===== config.mk =====
export PLATFORM = sky130hd
export DESIGN_NAME = pwmt_channel
export DESIGN_NICKNAME = d
export VERILOG_FILES = /design/src/rtl/pwmt_pkg.sv /design/src/rtl/pwmt_ctrl.sv /design/src/rtl/pwmt_datapath.sv /design/src/rtl/pwmt_channel.sv
export SDC_FILE = /design/constraint.sdc
export NUM_CORES = 1
export LEC_CHECK = 0
export ABC_AREA = 1
export BUFFER_PORTS_ARGS = -buffer_cell sky130_fd_sc_hd__buf_2
export CAP_MARGIN = 0
export CORE_UTILIZATION = 35
export CTS_CLUSTER_DIAMETER = 80
export DETAILED_ROUTE_END_ITERATION = 8
export PLACE_DENSITY_LB_ADDON = 0.08
export RECOVER_POWER = 100
export SYNTH_ARGS = -nofsm -noshare
export SYNTH_HDL_FRONTEND = slang
export SYNTH_SLANG_ARGS = --single-unit
export TNS_END_PERCENT = 10

===== constraint.sdc =====
create_clock -name clk -period 4.77 [get_ports clk]
set_input_delay 0.2385 -clock clk [delete_from_list [all_inputs] [get_ports clk]]
set_output_delay 0.2385 -clock clk [all_outputs]
set_load 0.1 [all_outputs]

===== src/rtl/pwmt_pkg.sv =====
package pwmt_pkg;
  localparam int NUM_OUT = 8;
  localparam int CNT_W   = 10;
  localparam int REG_W   = 16;
  localparam int ADDR_W  = 4;
  localparam int SEL_W   = 3;
  localparam int IDX_W   = $clog2(NUM_OUT);
  localparam int PRE_W   = (1 << SEL_W) - 1;
  localparam logic [REG_W-1:0] IDLE_VAL = {{(REG_W-CNT_W){1'b1}}, {CNT_W{1'b0}}};
  localparam logic [ADDR_W-1:0] ADDR_CTRL = 4'd0;
  localparam logic [ADDR_W-1:0] ADDR_CYC  = 4'd1;
  localparam logic [ADDR_W-1:0] ADDR_POL  = 4'd2;
  localparam int BUF_BASE = 8;

  typedef struct packed {
    logic             run;
    logic             tick;
    logic             cycWr;
    logic             polWr;
    logic             bufWr;
    logic [IDX_W-1:0] bufIdx;
    logic [REG_W-1:0] wrData;
  } strobe_t;
endpackage


===== src/rtl/pwmt_ctrl.sv =====
module pwmt_ctrl
  import pwmt_pkg::*;
(
  input  logic              clk,
  input  logic              rstN,
  input  logic              regWrEn,
  input  logic [ADDR_W-1:0] regAddr,
  input  logic [REG_W-1:0]  regWrData,
  output strobe_t           strobes,
  output logic [REG_W-1:0]  ctrlWord
);
  logic             runReg;
  logic [SEL_W-1:0] selReg;
  logic [PRE_W-1:0] preCnt;
  logic [PRE_W-1:0] preMask;
  logic             tick;

  always_ff @(posedge clk or negedge rstN) begin
    if (!rstN) begin
      runReg <= 1'b0;
      selReg <= '0;
    end else if (regWrEn && regAddr == ADDR_CTRL) begin
      runReg <= regWrData[0];
      selReg <= regWrData[SEL_W:1];
    end
  end

  always_ff @(posedge clk or negedge rstN) begin
    if (!rstN) preCnt <= '0;
    else       preCnt <= preCnt + 1'b1;
  end

  always_comb begin
    for (int i = 0; i < PRE_W; i++) preMask[i] = (SEL_W'(i) < selReg);
  end

  assign tick = &(preCnt | ~preMask);

  always_comb begin
    strobes.run    = runReg;
    strobes.tick   = tick;
    strobes.cycWr  = regWrEn && regAddr == ADDR_CYC;
    strobes.polWr  = regWrEn && regAddr == ADDR_POL;
    strobes.bufWr  = regWrEn && regAddr[ADDR_W-1];
    strobes.bufIdx = regAddr[IDX_W-1:0];
    strobes.wrData = regWrData;
  end

  assign ctrlWord = {{(REG_W-SEL_W-1){1'b0}}, selReg, runReg};

  // for any code above 0, two advances never fall on adjacent clocks
  a_r3_tick_spacing: assert property (@(posedge clk) disable iff (!rstN)
    (tick && selReg != '0 && !(regWrEn && regAddr == ADDR_CTRL)) |=> !tick);
  // code 0 advances on every clock
  a_r3_full_rate: assert property (@(posedge clk) disable iff (!rstN)
    (selReg == '0) |-> tick);
endmodule


===== src/rtl/pwmt_datapath.sv =====
module pwmt_datapath
  import pwmt_pkg::*;
(
  input  logic                            clk,
  input  logic                            rstN,
  input  strobe_t                         strobes,
  output logic [REG_W-1:0]                cycleOut,
  output logic [NUM_OUT-1:0]              polOut,
  output logic [NUM_OUT-1:0][CNT_W-1:0]   bufOut,
  output logic [NUM_OUT-1:0]              pwmOut
);
  logic [CNT_W-1:0]               cntLow;
  logic [REG_W-1:0]               cnt16;
  logic [REG_W-1:0]               cycleReg;
  logic [NUM_OUT-1:0]             polReg;
  logic [NUM_OUT-1:0][CNT_W-1:0]  bufDuty;
  logic [NUM_OUT-1:0][CNT_W-1:0]  actDuty;
  logic                           match;
  logic                           reload;

  assign cnt16  = {{(REG_W-CNT_W){1'b1}}, cntLow};
  assign match  = (cnt16 == cycleReg);
  assign reload = strobes.run && strobes.tick && match;

  always_ff @(posedge clk or negedge rstN) begin
    if (!rstN)              cntLow <= '0;
    else if (!strobes.run)  cntLow <= '0;
    else if (strobes.tick)  cntLow <= match ? '0 : cntLow + 1'b1;
  end

  always_ff @(posedge clk or negedge rstN) begin
    if (!rstN) cycleReg <= '1;
    else if (strobes.cycWr && !strobes.run && strobes.wrData != IDLE_VAL)
      cycleReg <= strobes.wrData;
  end

  always_ff @(posedge clk or negedge rstN) begin
    if (!rstN)              polReg <= '0;
    else if (strobes.polWr) polReg <= strobes.wrData[NUM_OUT-1:0];
  end

  for (genvar g = 0; g < NUM_OUT; g++) begin : g_out
    always_ff @(posedge clk or negedge rstN) begin
      if (!rstN) bufDuty[g] <= '0;
      else if (strobes.bufWr && strobes.bufIdx == IDX_W'(g))
        bufDuty[g] <= strobes.wrData[CNT_W-1:0];
    end
    always_ff @(posedge clk or negedge rstN) begin
      if (!rstN)       actDuty[g] <= '0;
      else if (reload) actDuty[g] <= bufDuty[g];
    end
    assign pwmOut[g] = (strobes.run && (cntLow < actDuty[g])) ^ polReg[g];
  end

  assign cycleOut = cycleReg;
  assign polOut   = polReg;
  assign bufOut   = bufDuty;

  a_r2_idle_counter: assert property (@(posedge clk) disable iff (!rstN)
    !strobes.run |=> cntLow == '0);
  a_r3_hold_between_ticks: assert property (@(posedge clk) disable iff (!rstN)
    (strobes.run && !strobes.tick) |=> $stable(cntLow));
  a_r4_restart_on_match: assert property (@(posedge clk) disable iff (!rstN)
    reload |=> cntLow == '0);
  a_r5_transfer: assert property (@(posedge clk) disable iff (!rstN)
    reload |=> actDuty == $past(bufDuty));
  a_r5_active_held: assert property (@(posedge clk) disable iff (!rstN)
    !reload |=> $stable(actDuty));
  a_r6_locked_while_running: assert property (@(posedge clk) disable iff (!rstN)
    strobes.run |=> $stable(cycleReg));
  a_r7_never_idle_value: assert property (@(posedge clk) disable iff (!rstN)
    cycleReg != IDLE_VAL);
endmodule


===== src/rtl/pwmt_channel.sv =====
module pwmt_channel
  import pwmt_pkg::*;
(
  input  logic              clk,
  input  logic              rstN,
  input  logic              regWrEn,
  input  logic [3:0]        regAddr,
  input  logic [15:0]       regWrData,
  output logic [15:0]       regRdData,
  output logic [7:0]        pwmOut
);
  strobe_t                        strobes;
  logic [REG_W-1:0]               ctrlWord;
  logic [REG_W-1:0]               cycleOut;
  logic [NUM_OUT-1:0]             polOut;
  logic [NUM_OUT-1:0][CNT_W-1:0]  bufOut;

  pwmt_ctrl u_ctrl (
    .clk(clk), .rstN(rstN), .regWrEn(regWrEn), .regAddr(regAddr),
    .regWrData(regWrData), .strobes(strobes), .ctrlWord(ctrlWord)
  );

  pwmt_datapath u_dp (
    .clk(clk), .rstN(rstN), .strobes(strobes), .cycleOut(cycleOut),
    .polOut(polOut), .bufOut(bufOut), .pwmOut(pwmOut)
  );

  always_comb begin
    regRdData = '0;
    if (regAddr[ADDR_W-1])
      regRdData = {{(REG_W-CNT_W){1'b0}}, bufOut[regAddr[IDX_W-1:0]]};
    else if (regAddr == ADDR_CTRL) regRdData = ctrlWord;
    else if (regAddr == ADDR_CYC)  regRdData = cycleOut;
    else if (regAddr == ADDR_POL)  regRdData = {{(REG_W-NUM_OUT){1'b0}}, polOut};
  end

  // stopped outputs sit at the polarity level
  a_r2_idle_outputs: assert property (@(posedge clk) disable iff (!rstN)
    !ctrlWord[0] |-> pwmOut == polOut);
endmodule


Yosys cells after proc, flatten, opt, wreduce, memory -nomap -nowiden
Index checks and enable logic that the tools add are counted.
{ "totals": {"ff_bits": 205, "inputBits": 23, "output_inout_bits": 24, "elab_cells": 99} }
{ "classes": {"eq_ne": 12, "muxes": 9, "order_cmp": 16, "n_addsub": 2, "reduce_logical": 28, "bitwise_logic": 10} }
{ "op_table": {"columns": ["op", "n"], "rows": [
  ["10-bit < comparator", 8],
  ["16-bit two-way mux", 3],
  ["10-bit two-way mux", 4],
  ["10-bit binary-select mux with 3-bit select", 1],
  ["1-bit logical AND", 24],
  ["16-bit == test", 1],
  ["16-bit inequality test (second input constant)", 1],
  ["3-bit == test (second input constant)", 4],
  ["10-bit by 1-bit adder with 10-bit output (second input constant)", 1],
  ["3-bit < comparator (first input constant)", 3],
  ["8-bit two-way mux", 1],
  ["1-bit XOR", 8],
  ["7-bit by 1-bit adder with 7-bit output (second input constant)", 1],
  ["7-bit inverter", 1],
  ["7-bit OR", 1],
  ["7-bit AND reduction", 1],
  ["3-bit by 2-bit == test with 1-bit output (second input constant)", 2],
  ["1-bit by 3-bit < comparator with 1-bit output (first input constant)", 2],
  ["2-bit by 3-bit < comparator with 1-bit output (first input constant)", 2],
  ["4-bit by 1-bit == test with 1-bit output (second input constant)", 1],
  ["4-bit by 2-bit == test with 1-bit output (second input constant)", 1],
  ["4-bit zero test", 1],
  ["3-bit by 4-bit < comparator with 1-bit output (second input constant)", 1],
  ["3-bit by 1-bit == test with 1-bit output (second input constant)", 1],
  ["3 further kinds", 3]
]} }

Logic depth before layout (Yosys ltp)
Gate-level depths: netlist (run 1).
{ "depth": {"ltp_word": 6, "ltp_mapped": 11, "depth_no_buf": 10} }

Modules after synthesis
From an unflattened synthesis (run 1), not the netlist that was laid out.
{ "hier_totals": {"cells_unflattened": 1588, "hier_area_um2": 12016.5} }
{ "modules_own_cells": {"columns": ["module", "area_per_inst_um2", "seq_area_each_um2", "n_inst", "cells_per_inst"], "rows": [
  ["pwmt_datapath", 9870.7, 4874.7, 1, 1190],
  ["pwmt_channel", 1326.3, 0.0, 1, 296],
  ["pwmt_ctrl", 819.5, 275.3, 1, 102]
]} }

Worst setup path before layout (run 1)
OpenSTA, ideal clock, no wires.
{ "synth_timing": {"path_kind": "input to output", "from": "in regAddr[1]", "to": "out regRdData[1]", "required_ps": 4532, "path_stages": 6, "n_path_buf": 1, "arrival_ps": 3082, "slack_ps": 1449, "path_cell_list": "nor2_1 > clkbuf_1 > nand2_1 > nand4_1 > o21ai_0 > o21ai_0"} }
{ "synth_via": {"elab_chain_len": 5, "elab_cells_between_ends": 9, "classes_between": "2 x eq/ne; 6 x mux; 1 x reduce/logical"} }
{ "synth_rtl": {"columns": ["item", "line", "text"], "rows": [
  ["from (decl)", "pwmt_channel.sv:7", "input logic [3:0] regAddr,"],
  ["4-bit by 2-bit == test with 1-bit output", "pwmt_channel.sv:34", "else if (regAddr == ADDR_POL) regRdData = {{(REG_W-NUM_OUT){1'b0}}, polOut};"],
  ["8-bit two-way mux", "pwmt_channel.sv:34", null],
  ["16-bit two-way mux", "pwmt_channel.sv:33", "else if (regAddr == ADDR_CYC) regRdData = cycleOut;"],
  ["16-bit two-way mux", "pwmt_channel.sv:32", "else if (regAddr == ADDR_CTRL) regRdData = ctrlWord;"],
  ["16-bit two-way mux (*)", "pwmt_channel.sv:30", "if (regAddr[ADDR_W-1])"],
  ["to (decl)", "pwmt_channel.sv:9", "output logic [15:0] regRdData,"]
]} }
Mark *: on every way between the ends. The rest lies on a longest branch, timed or not. The select of a mux whose other input is x is not followed.

Worst setup path in the final report (run 1)
Same ends and word-level chain as after synthesis.

==> flow_metrics.tcl, run 1 <==
set metrics [dict create \
    outcome "finished with violations" \
    violations "capacitance limit, slew limit" \
    synth.distinct_cells 35 \
    max_freq_ghz 0.258 \
    coreArea_mm2 0.0325 \
    slew_headroom -0.731 \
    final_area_mm2 0.0129 \
    cp_top_family "simple AND/OR/NAND/NOR gates" \
    grt_pass1_vias 9244 \
    fill_cells 3423 \
    num_vias 9570 \
    grt_max_degree 94 \
    worstPathRequired_ns 4.53 \
    grt-ovfl-total 0 \
    max_stage_delay_ns 1.11 \
    hold_violations 0 \
    syn_area_mm2 0.0116 \
    ant_nets 0 \
    yosys_warnings 0 \
    htreeDepth 1 \
    p_int_mw 3.29 \
    die_y_um 184 \
    wl_um 39200 \
    cts.reportedPaths.clkPinSlew_ns 0.06 \
    syn_to_final_growth_pct 11.0 \
    arrival_ns 3.63 \
    hp-class "input pin to flip-flop" \
    cts-resized-gates 0 \
    cts_buffers 25 \
    rows 66 \
    place_congestion 0.827 \
    critical_path.max_fanout 16 \
    min_period_ns 3.87 \
    drive_gt1_frac 0.0689 \
    combPwrFrac 0.181 \
    clk-insertion-delay-late_ns 0.54 \
    worst_pin_slew_ns 2.60 \
    nets 1559 \
    skew_ns 0.0294 \
    final_util 0.396 \
    n_antenna_cell 0 \
    sequentialPowerShare 0.435 \
    wl_per_cell_um 20.4 \
    powerDensity_mw_per_mm2 386 \
    post_cts.repair.setup_buffers 0 \
    grt_pass1_wl_um 59600 \
    p_switching_mw 1.68 \
    cts_sinks 205 \
    final_cell_mix "nand2_1 (416), dfrtp_1 (189), inv_1 (147)" \
    placed_area_mm2 0.0120 \
    worst_setup_path_start_kind "input pin" \
    seq_area_frac_synth 0.444 \
    syn_inst 1446 \
    swShare 0.337 \
    routed_via_density 4.98 \
    final_max_slew_viol_count 259 \
    final.setup.worst_slack_ns 0.897 \
    crit_chain "clkbuf_1 -> inv_1 -> nor2_1 -> nand2_1 -> o22ai_1 -> a21oi_1 -> o21ai_0 -> clkbuf_1" \
    synth_seq_cells 205 \
    rsz0062_at_grt "false" \
    period_share 0.812 \
    antenna_found_initial 0 \
    drt-pass1-iter-count 5 \
    max-vdd-ir-drop_mv 0.269 \
    fin_tns_setup_ns 0 \
    leakage_nw 6.37 \
    worstSetupPathType "input pin to primary output" \
    cts_buffer_depth 3 \
    cts_tree "built" \
    dieArea_mm2 0.0339 \
    avgSynthCellArea_um2 8.02 \
    pre_cts_ws_ns 2.00 \
    initial_utilization 0.356 \
    track_usage 0.238 \
    setup_viol 0 \
    hpwl_um 25300 \
    final_common_cell "nand2_1" \
    end_kind "primary output" \
    io_pins 47 \
    io_buffers 46 \
    post-route-drc-count 0 \
    cp_common_cell "clkbuf_1" \
    drt-initial-drc-count 635 \
    root_buffer "clkbuf_16" \
    synth_nets 1543 \
    maxCapViolCount 5 \
    critPathBufInv 3 \
    die_w_um 184 \
    p_clk_frac 0.384 \
    slowest_stage "nor2_1" \
]
-- kinds of logic after synthesis --
| group | after synthesis | synth area share |
|---|---|---|
| AOI/OAI and AO/OA | 264 | 0.135 |
| xor gates and xnor gates | 25 | 0.0189 |
| adders and majority gates | 74 | 0.0798 |
| buffers and inverters | 232 | 0.0878 |
| DFF | 205 | 0.444 |
| and+or+nand+nor | 646 | 0.234 |
-- through the flow --
stage,power [mW],hold WS (ns),cells
after global placement,3.10,0.360,1870
after floorplan,2.76,-0.0571,1446
after CTS,5.04,0.164,1922
after global routing,5.21,0.206,1922
after detailed placement,3.11,0.356,1870
final,4.97,0.190,1922
-- final timing paths --
check / to / startpoint / cells past startpoint / slack [ns]
worst max register to register: u_dp.actDuty[71] / u_dp.cntLow[0] / 8 / 1.18
min in group asynchronous: u_dp.bufOut[12] / rstN / 2 / 1.07
worst min-delay path: u_ctrl.selReg[0] / regWrEn / 3 / 0.19
worst min register to register: u_ctrl.preCnt[3] / u_ctrl.preCnt[3] / 1 / 0.47
max in group asynchronous: u_dp.bufOut[27] / rstN / 3 / 1.37
worst max-delay path: regRdData[1] / regAddr[1] / 8 / 0.90
-- layout make-up --
| class | instances | area, um^2 | share of cell area |
|---|---|---|---|
| clock inverters | 6 | 57.6 | 0.00447 |
| repair buffers | 65 | 343 | 0.0266 |
| inverters | 156 | 586 | 0.0455 |
| multi-input cells | 1009 | 5420 | 0.421 |
| well taps | 442 | 553 | 0.0430 |
| flip-flops and latches | 205 | 5150 | 0.400 |
| clock buffers | 39 | 758 | 0.0589 |
-- tightest hold or removal path: stages --
cell	delay, ns
buf_2	0.15
nand2_1	0.20
o21ai_0	0.10
-- flip-flops by register name (all words and copies together) (netlist names) --
| register | cells |
|---|---|
| u_ctrl.preCnt | 7 |
| u_ctrl.runReg | 1 |
| u_ctrl.selReg | 3 |
| u_dp.actDuty | 80 |
| u_dp.bufOut | 80 |
| u_dp.cntLow | 10 |
| u_dp.cycleOut | 16 |
| u_dp.polOut | 8 |
-- Yosys cell counts, drive strengths merged --
library cell    n  share of area
a21oi          30          0.013
buf            41          0.026
nor2           74          0.027
a22oi           5         0.0032
clkinv          1        0.00032
nand3         128          0.056
nand4          17         0.0092
o21bai         83          0.054
dfrtp         189           0.41
xnor2           6         0.0045
clkbuf         35          0.011
nand2         418           0.14
nand3b          7         0.0045
a21o            2         0.0013
xor2           19          0.014
ha             74          0.080
o22ai           8         0.0043
dfstp          16          0.036
inv           155          0.050
o21ai         133          0.057
o211ai          1        0.00065
and2            2         0.0011
a211oi          2         0.0013
-- layer usage --
metal / track usage / wire length (um) / up-vias
li1: - / - / 4730
met1: 0.336 / 18600 / 4583
met2: 0.390 / 18200 / 216
met3: 0.0275 / 1690 / 41
met4: 0.0557 / 709 / 0
met5: 0 / 0 / -
-- power by group through the flow --
stage / registers (mW) / clock network [mW] / logic, mW
after floorplan: 2.10 / 0 / 0.658
after global placement: 2.19 / 0 / 0.914
after detailed placement: 2.19 / 0 / 0.920
after CTS: 2.16 / 1.95 / 0.928
after global routing: 2.19 / 2.03 / 0.997
final: 2.16 / 1.91 / 0.902
-- repair_timing --
action,CTS,global route
hold endpoints to repair,96,0
hold buffers,7,0
endpoints found under the setup margin,0,0
Power figures use the tool's default switching activity.
==> inputs of run 2 (changes only) <==
--- a/config.mk
+++ b/config.mk
@@ -5,7 +5,7 @@
 export SDC_FILE = /design/constraint.sdc
 export NUM_CORES = 1
 export LEC_CHECK = 0
-export ABC_AREA = 1
+export ABC_AREA = 0
 export BUFFER_PORTS_ARGS = -buffer_cell sky130_fd_sc_hd__buf_2
 export CAP_MARGIN = 0
 export CORE_UTILIZATION = 35
==> constraint.sdc (replaced) <==
create_clock -name clk -period 3.1 [get_ports clk]
set_input_delay 0.155 -clock clk [delete_from_list [all_inputs] [get_ports clk]]
set_output_delay 0.155 -clock clk [all_outputs]
set_load 0.1 [all_outputs]
==> flow_metrics.tcl, run 2 <==
set metrics [dict create \
    n_antenna_cell 0 \
    die_w_um 181 \
    synth_seq_cells 205 \
    max-vdd-ir-drop_mv 0.390 \
    pre_cts_ws_ns 0.280 \
    cts_buffer_depth 3 \
    synth_edf_count 0 \
    cts_tree "built" \
    syn_to_final_growth_pct 17.9 \
    drive_gt1_frac 0.369 \
    synth_area_leaders "dfrtp_1 (42%), mux2_2 (11%), mux2_4 (11%)" \
    synth_top_area_frac 0.421 \
    seq_area_frac_synth 0.459 \
    num_vias 6980 \
    place_congestion 0.761 \
    setup_viol 0 \
    initial_utilization 0.356 \
    violations "capacitance limit, slew limit" \
    io_pins 47 \
    ant_nets 0 \
    worst_setup_path_start_kind "flip-flop" \
    placed_area_mm2 0.0124 \
    post-route-drc-count 0 \
    synth_nets 952 \
    synthFlopType "dfrtp_1" \
    cts_sinks 205 \
    cts.reportedPaths.clkPinSlew_ns 0.06 \
    htreeDepth 1 \
    syn_inst 855 \
    rows 65 \
    maxCapViolCount 1 \
    slew_headroom -0.665 \
    skew_ns 0.0166 \
    max_stage_delay_ns 0.51 \
    rsz0062_at_grt "true" \
    worst_pin_slew_ns 2.50 \
    end_kind "primary output" \
    slowest_stage "dfrtp_2" \
    antenna_found_initial 0 \
    synth_top_area_cell "dfrtp_1" \
    syn_area_mm2 0.0112 \
    outcome "finished with violations" \
    yosysMostFrequentCell "dfrtp_1" \
    grt_pass1_vias 7332 \
    coreArea_mm2 0.0316 \
    grt_pass1_wl_um 46700 \
    max_freq_ghz 0.329 \
    leakage_nw 6.18 \
    critPathBufInv 2 \
    fin_tns_setup_ns 0 \
    drt-pass1-iter-count 5 \
    dieArea_mm2 0.0328 \
    crit_chain "buf_4 -> ha_1 -> a21o_1 -> a21o_1 -> a221oi_2 -> o21ai_0 -> xnor2_2 -> buf_12" \
    worstPathRequired_ns 2.94 \
    wl_per_cell_um 22.3 \
    final_common_cell "dfrtp_1" \
    synth_commonest_cells "dfrtp_1 (189), mux2_2 (111), inv_1 (80), mux2_4 (80), ha_1 (74)" \
    avgSynthCellArea_um2 13.1 \
    hp-class "input pin to flip-flop" \
    worstSetupPathType "flip-flop to primary output" \
    synth.distinct_cells 50 \
    period_share 0.981 \
    grt_max_degree 93 \
    hold_violations 0 \
    wl_um 30200 \
    track_usage 0.189 \
    drt-initial-drc-count 468 \
    post_cts.repair.setup_buffers 0 \
    async_flop_share 1.00 \
    cp_top_family "compound AO/OA/AOI/OAI gates" \
    arrival_ns 2.88 \
    grt-ovfl-total 0 \
    yosys_warnings 0 \
    final_max_slew_viol_count 91 \
    root_buffer "clkbuf_16" \
    nets 1029 \
    min_period_ns 3.04 \
    critical_path.max_fanout 11 \
    cp_common_cell "a21o_1" \
    die_y_um 181 \
    clk-insertion-delay-late_ns 0.53 \
    hpwl_um 20900 \
    routed_via_density 5.17 \
    cts_buffers 26 \
    final.setup.worst_slack_ns 0.0602 \
    final_cell_mix "dfrtp_1 (182), mux2_2 (111), inv_1 (80)" \
    powerDensity_mw_per_mm2 615 \
    final_area_mm2 0.0132 \
    io_buffers 46 \
]
[run 2: cells by family (layout without fill, tap and decap cells)]
group | count (synthesis) | in the layout | share of synthesized area
flops | 205 | 205 | 0.459
fa+ha+maj | 74 | 74 | 0.0825
buf+inv | 119 | 213 | 0.0533
compound gates | 96 | 96 | 0.0608
xor+xnor | 23 | 23 | 0.0179
mux | 217 | 217 | 0.264
simple gates | 121 | 121 | 0.0632
[run 2: metrics by stage]
stage / power (mW) / utilization / hold WS (ns) / cells
after floorplan: 4.41 / - / -0.141 / 855
after global placement: 5.14 / 0.392 / 0.242 / 1299
after detailed placement: 5.15 / 0.392 / 0.240 / 1299
after CTS: 8.31 / 0.423 / 0.0845 / 1351
after global routing: 8.50 / 0.420 / 0.0918 / 1351
final: 8.15 / 0.420 / 0.0971 / 1351
[run 2: report_power, final]
part | total, mW | internal, mW | switching (mW)
Sequential | 3.36 | 3.05 | 0.305
Combinational | 1.69 | 0.732 | 0.959
Clock | 3.10 | 1.95 | 1.15
Total | 8.15 | 5.73 | 2.41
[run 2: area by class of cell]
| type | instances | area [um^2] |
|---|---|---|
| Multi-Input combinational cell | 531 | 5520 |
| Tap cell | 402 | 503 |
| Clock inverter | 5 | 100 |
| Clock buffer | 40 | 774 |
| Sequential cell | 205 | 5160 |
| Timing Repair Buffer | 88 | 883 |
| Inverter | 80 | 300 |
| Fill cell | 3002 | 18300 |
[run 2: routing by layer]
layer / routed length, um / vias up / share of wire / GRT usage
met5: 0 / - / 0 / 0
met4: 450 / 0 / 0.015 / 0.0386
met3: 1160 / 32 / 0.038 / 0.0294
met2: 14200 / 109 / 0.47 / 0.307
met1: 14400 / 3570 / 0.48 / 0.267
li1: - / 3269 / - / -
[run 2: what timing repair did]
item | 4_1_cts | 5_1_grt
gates resized for setup | 12 | 10
endpoints found under the setup margin | 8 | 8
pin swaps | 0 | 4
hold buffers | 7 | 0
hold endpoints to repair | 84 | 0
[run 2: final timing paths]
check | slack (ns) | startpoint | end | cells past startpoint
hold reg to reg | 0.47 | u_ctrl.preCnt[5] | u_ctrl.preCnt[5] | 1
setup / recovery | 0.06 | u_dp.cntLow[3] | pwmOut[5] | 8
max in group asynchronous | 0.46 | rstN | u_dp.cntLow[3] | 3
hold / removal | 0.1 | regWrData[9] | u_dp.bufOut[9] | 2
setup reg to reg | 0.15 | u_dp.cntLow[4] | u_dp.actDuty[79] | 7
min in group asynchronous | 0.89 | rstN | u_dp.bufOut[26] | 2
==> inputs of run 3 (changes only) <==
==> constraint.sdc (replaced) <==
create_clock -name clk -period 2.9 [get_ports clk]
set_input_delay 0.145 -clock clk [delete_from_list [all_inputs] [get_ports clk]]
set_output_delay 0.145 -clock clk [all_outputs]
set_load 0.1 [all_outputs]
==> flow_metrics.tcl, run 3 (synthesis gave the netlist of run 2 again) <==
set metrics [dict create \
    final_cell_mix "dfrtp_1 (181), mux2_2 (111), inv_1 (80)" \
    worstSetupPathType "flip-flop to primary output" \
    total_power_mw 8.37 \
    grt_pass1_wl_um 46700 \
    critical_path.max_fanout 5 \
    drive_gt1_frac 0.313 \
    hp-class "input pin to flip-flop" \
    worstPathRequired_ns 2.76 \
    maxCapViolCount 1 \
    cts_tree "built" \
    end_kind "primary output" \
    leakage_nw 6.06 \
    routed_via_density 5.11 \
    drt-pass1-iter-count 6 \
    num_vias 7003 \
    io_pins 47 \
    r2r_end "u_dp.actDuty[14]" \
    nets 1049 \
    powerDensity_mw_per_mm2 636 \
    slew_headroom -0.501 \
    max_freq_ghz 0.352 \
    drt-initial-drc-count 388 \
    rsz0062_at_grt "true" \
    worst_pin_slew_ns 2.25 \
    final_max_slew_viol_count 92 \
    final.setup.worst_slack_ns 0.0607 \
    grt_pass1_vias 7366 \
    worst_setup_path_start_kind "flip-flop" \
    pre_cts_ws_ns 0.326 \
    crit_path_start "u_dp.cntLow[3]" \
    ff2ff_setup_slack_ns 0.22 \
    dieArea_mm2 0.0328 \
    final_common_cell "dfrtp_1" \
    endpoint "pwmOut[7]" \
    post-route-drc-count 0 \
    coreArea_mm2 0.0316 \
    die_y_um 181 \
    die_w_um 181 \
    grt_max_degree 94 \
    outcome "finished with violations" \
    syn_to_final_growth_pct 17.1 \
    place_congestion 0.787 \
    wl_um 30100 \
    root_buffer "clkbuf_16" \
    cts_sinks 205 \
    cts_buffer_depth 3 \
    cts.reportedPaths.clkPinSlew_ns 0.06 \
    io_buffers 46 \
    antenna_found_initial 1 \
    arrival_ns 2.69 \
    period_share 0.979 \
    ff2ff_path_depth 8 \
    rows 65 \
    setup_viol 0 \
    min_period_ns 2.84 \
    violations "capacitance limit, slew limit" \
    htreeDepth 1 \
    track_usage 0.189 \
    ant_nets 0 \
    clk-insertion-delay-late_ns 0.52 \
    hpwl_um 20700 \
    skew_ns 0.0162 \
    initial_utilization 0.356 \
    grt-ovfl-total 0 \
    max-vdd-ir-drop_mv 0.435 \
    fill_cells 3060 \
    wl_per_cell_um 22.0 \
    hold_violations 0 \
    timing.rr.start "u_dp.cntLow[3]" \
    cts_buffers 25 \
]
-- run 3: cell count changes in the layout (fill, tap and decap cells not counted), moves of 4 or more --
cell / delta
clkbuf_1: +6
buf_12: -5
mux2_1: +75
a2111oi_0: -4
buf_4: +14
o21ai_0: -7
buf_6: +7
clkbuf_4: -4
o21ai_1: +4
mux2_4: -75
a2111oi_2: +5
-- run 3: power by group --
group | internal [mW] | total (mW) | switching (mW)
sequential | 3.26 | 3.56 | 0.300
combinational | 0.884 | 1.93 | 1.05
clock | 1.69 | 2.87 | 1.19
-- run 3: area by class of cell --
cell class	count	area [um^2]	area share
Tap cell	402	503	0.0383
Sequential cell	205	5160	0.392
Clock buffer	42	729	0.0555
Timing Repair Buffer	109	1090	0.0826
Antenna cell	1	2.50	0.000190
Inverter	80	300	0.0228
Multi-Input combinational cell	531	5370	0.408
-- run 3: repair_timing --
action,in CTS,in global routing
buffers inserted,3,4
endpoints found under the setup margin,8,8
hold endpoints to repair,86,0
hold buffers,7,0
gates resized for setup,32,25
pin swaps,8,13
-- run 3: worst min path at each step --
stage	from	cells past startpoint	to
floorplan	rstN	0	u_ctrl.preCnt[0]
global placement	rstN	1	u_dp.bufOut[26]
detailed placement	rstN	1	u_dp.actDuty[36]
CTS	regWrData[8]	2	u_dp.bufOut[8]
global route	regWrData[2]	2	u_dp.cycleOut[2]
finish	regWrData[8]	2	u_dp.bufOut[8]
-- run 3: stage by stage --
step           hold WS, ns  utilization  setup TNS [ns]  cells  instance area [um^2]
2_1_floorplan       -0.151            -           -5.32    855                 11200
3_3_place_gp         0.240        0.395               0   1313                 12500
3_5_place_dp         0.225        0.395               0   1313                 12500
4_1_cts             0.0568        0.426         -0.0467   1365                 13400
5_1_grt             0.0720        0.417          -0.198   1370                 13100
6_report            0.0730        0.417               0   1370                 13100
-- run 3: layer usage --
| layer | vias up | GRT usage | wire [um] |
|---|---|---|---|
| met5 | - | 0 | 0 |
| met4 | 0 | 0.0454 | 608 |
| met3 | 34 | 0.0248 | 1020 |
| met2 | 107 | 0.306 | 14000 |
| met1 | 3564 | 0.266 | 14400 |
| li1 | 3298 | - | - |
-- run 3: critical path, stage by stage (launching register included) --
cell      delay, ns
dfrtp_1        0.40
buf_6          0.14
ha_1           0.29
a21o_1         0.16
a21o_1         0.21
a221oi_4       0.34
o21ai_2        0.10
xnor2_1        0.21
buf_4          0.16
buf_12         0.17
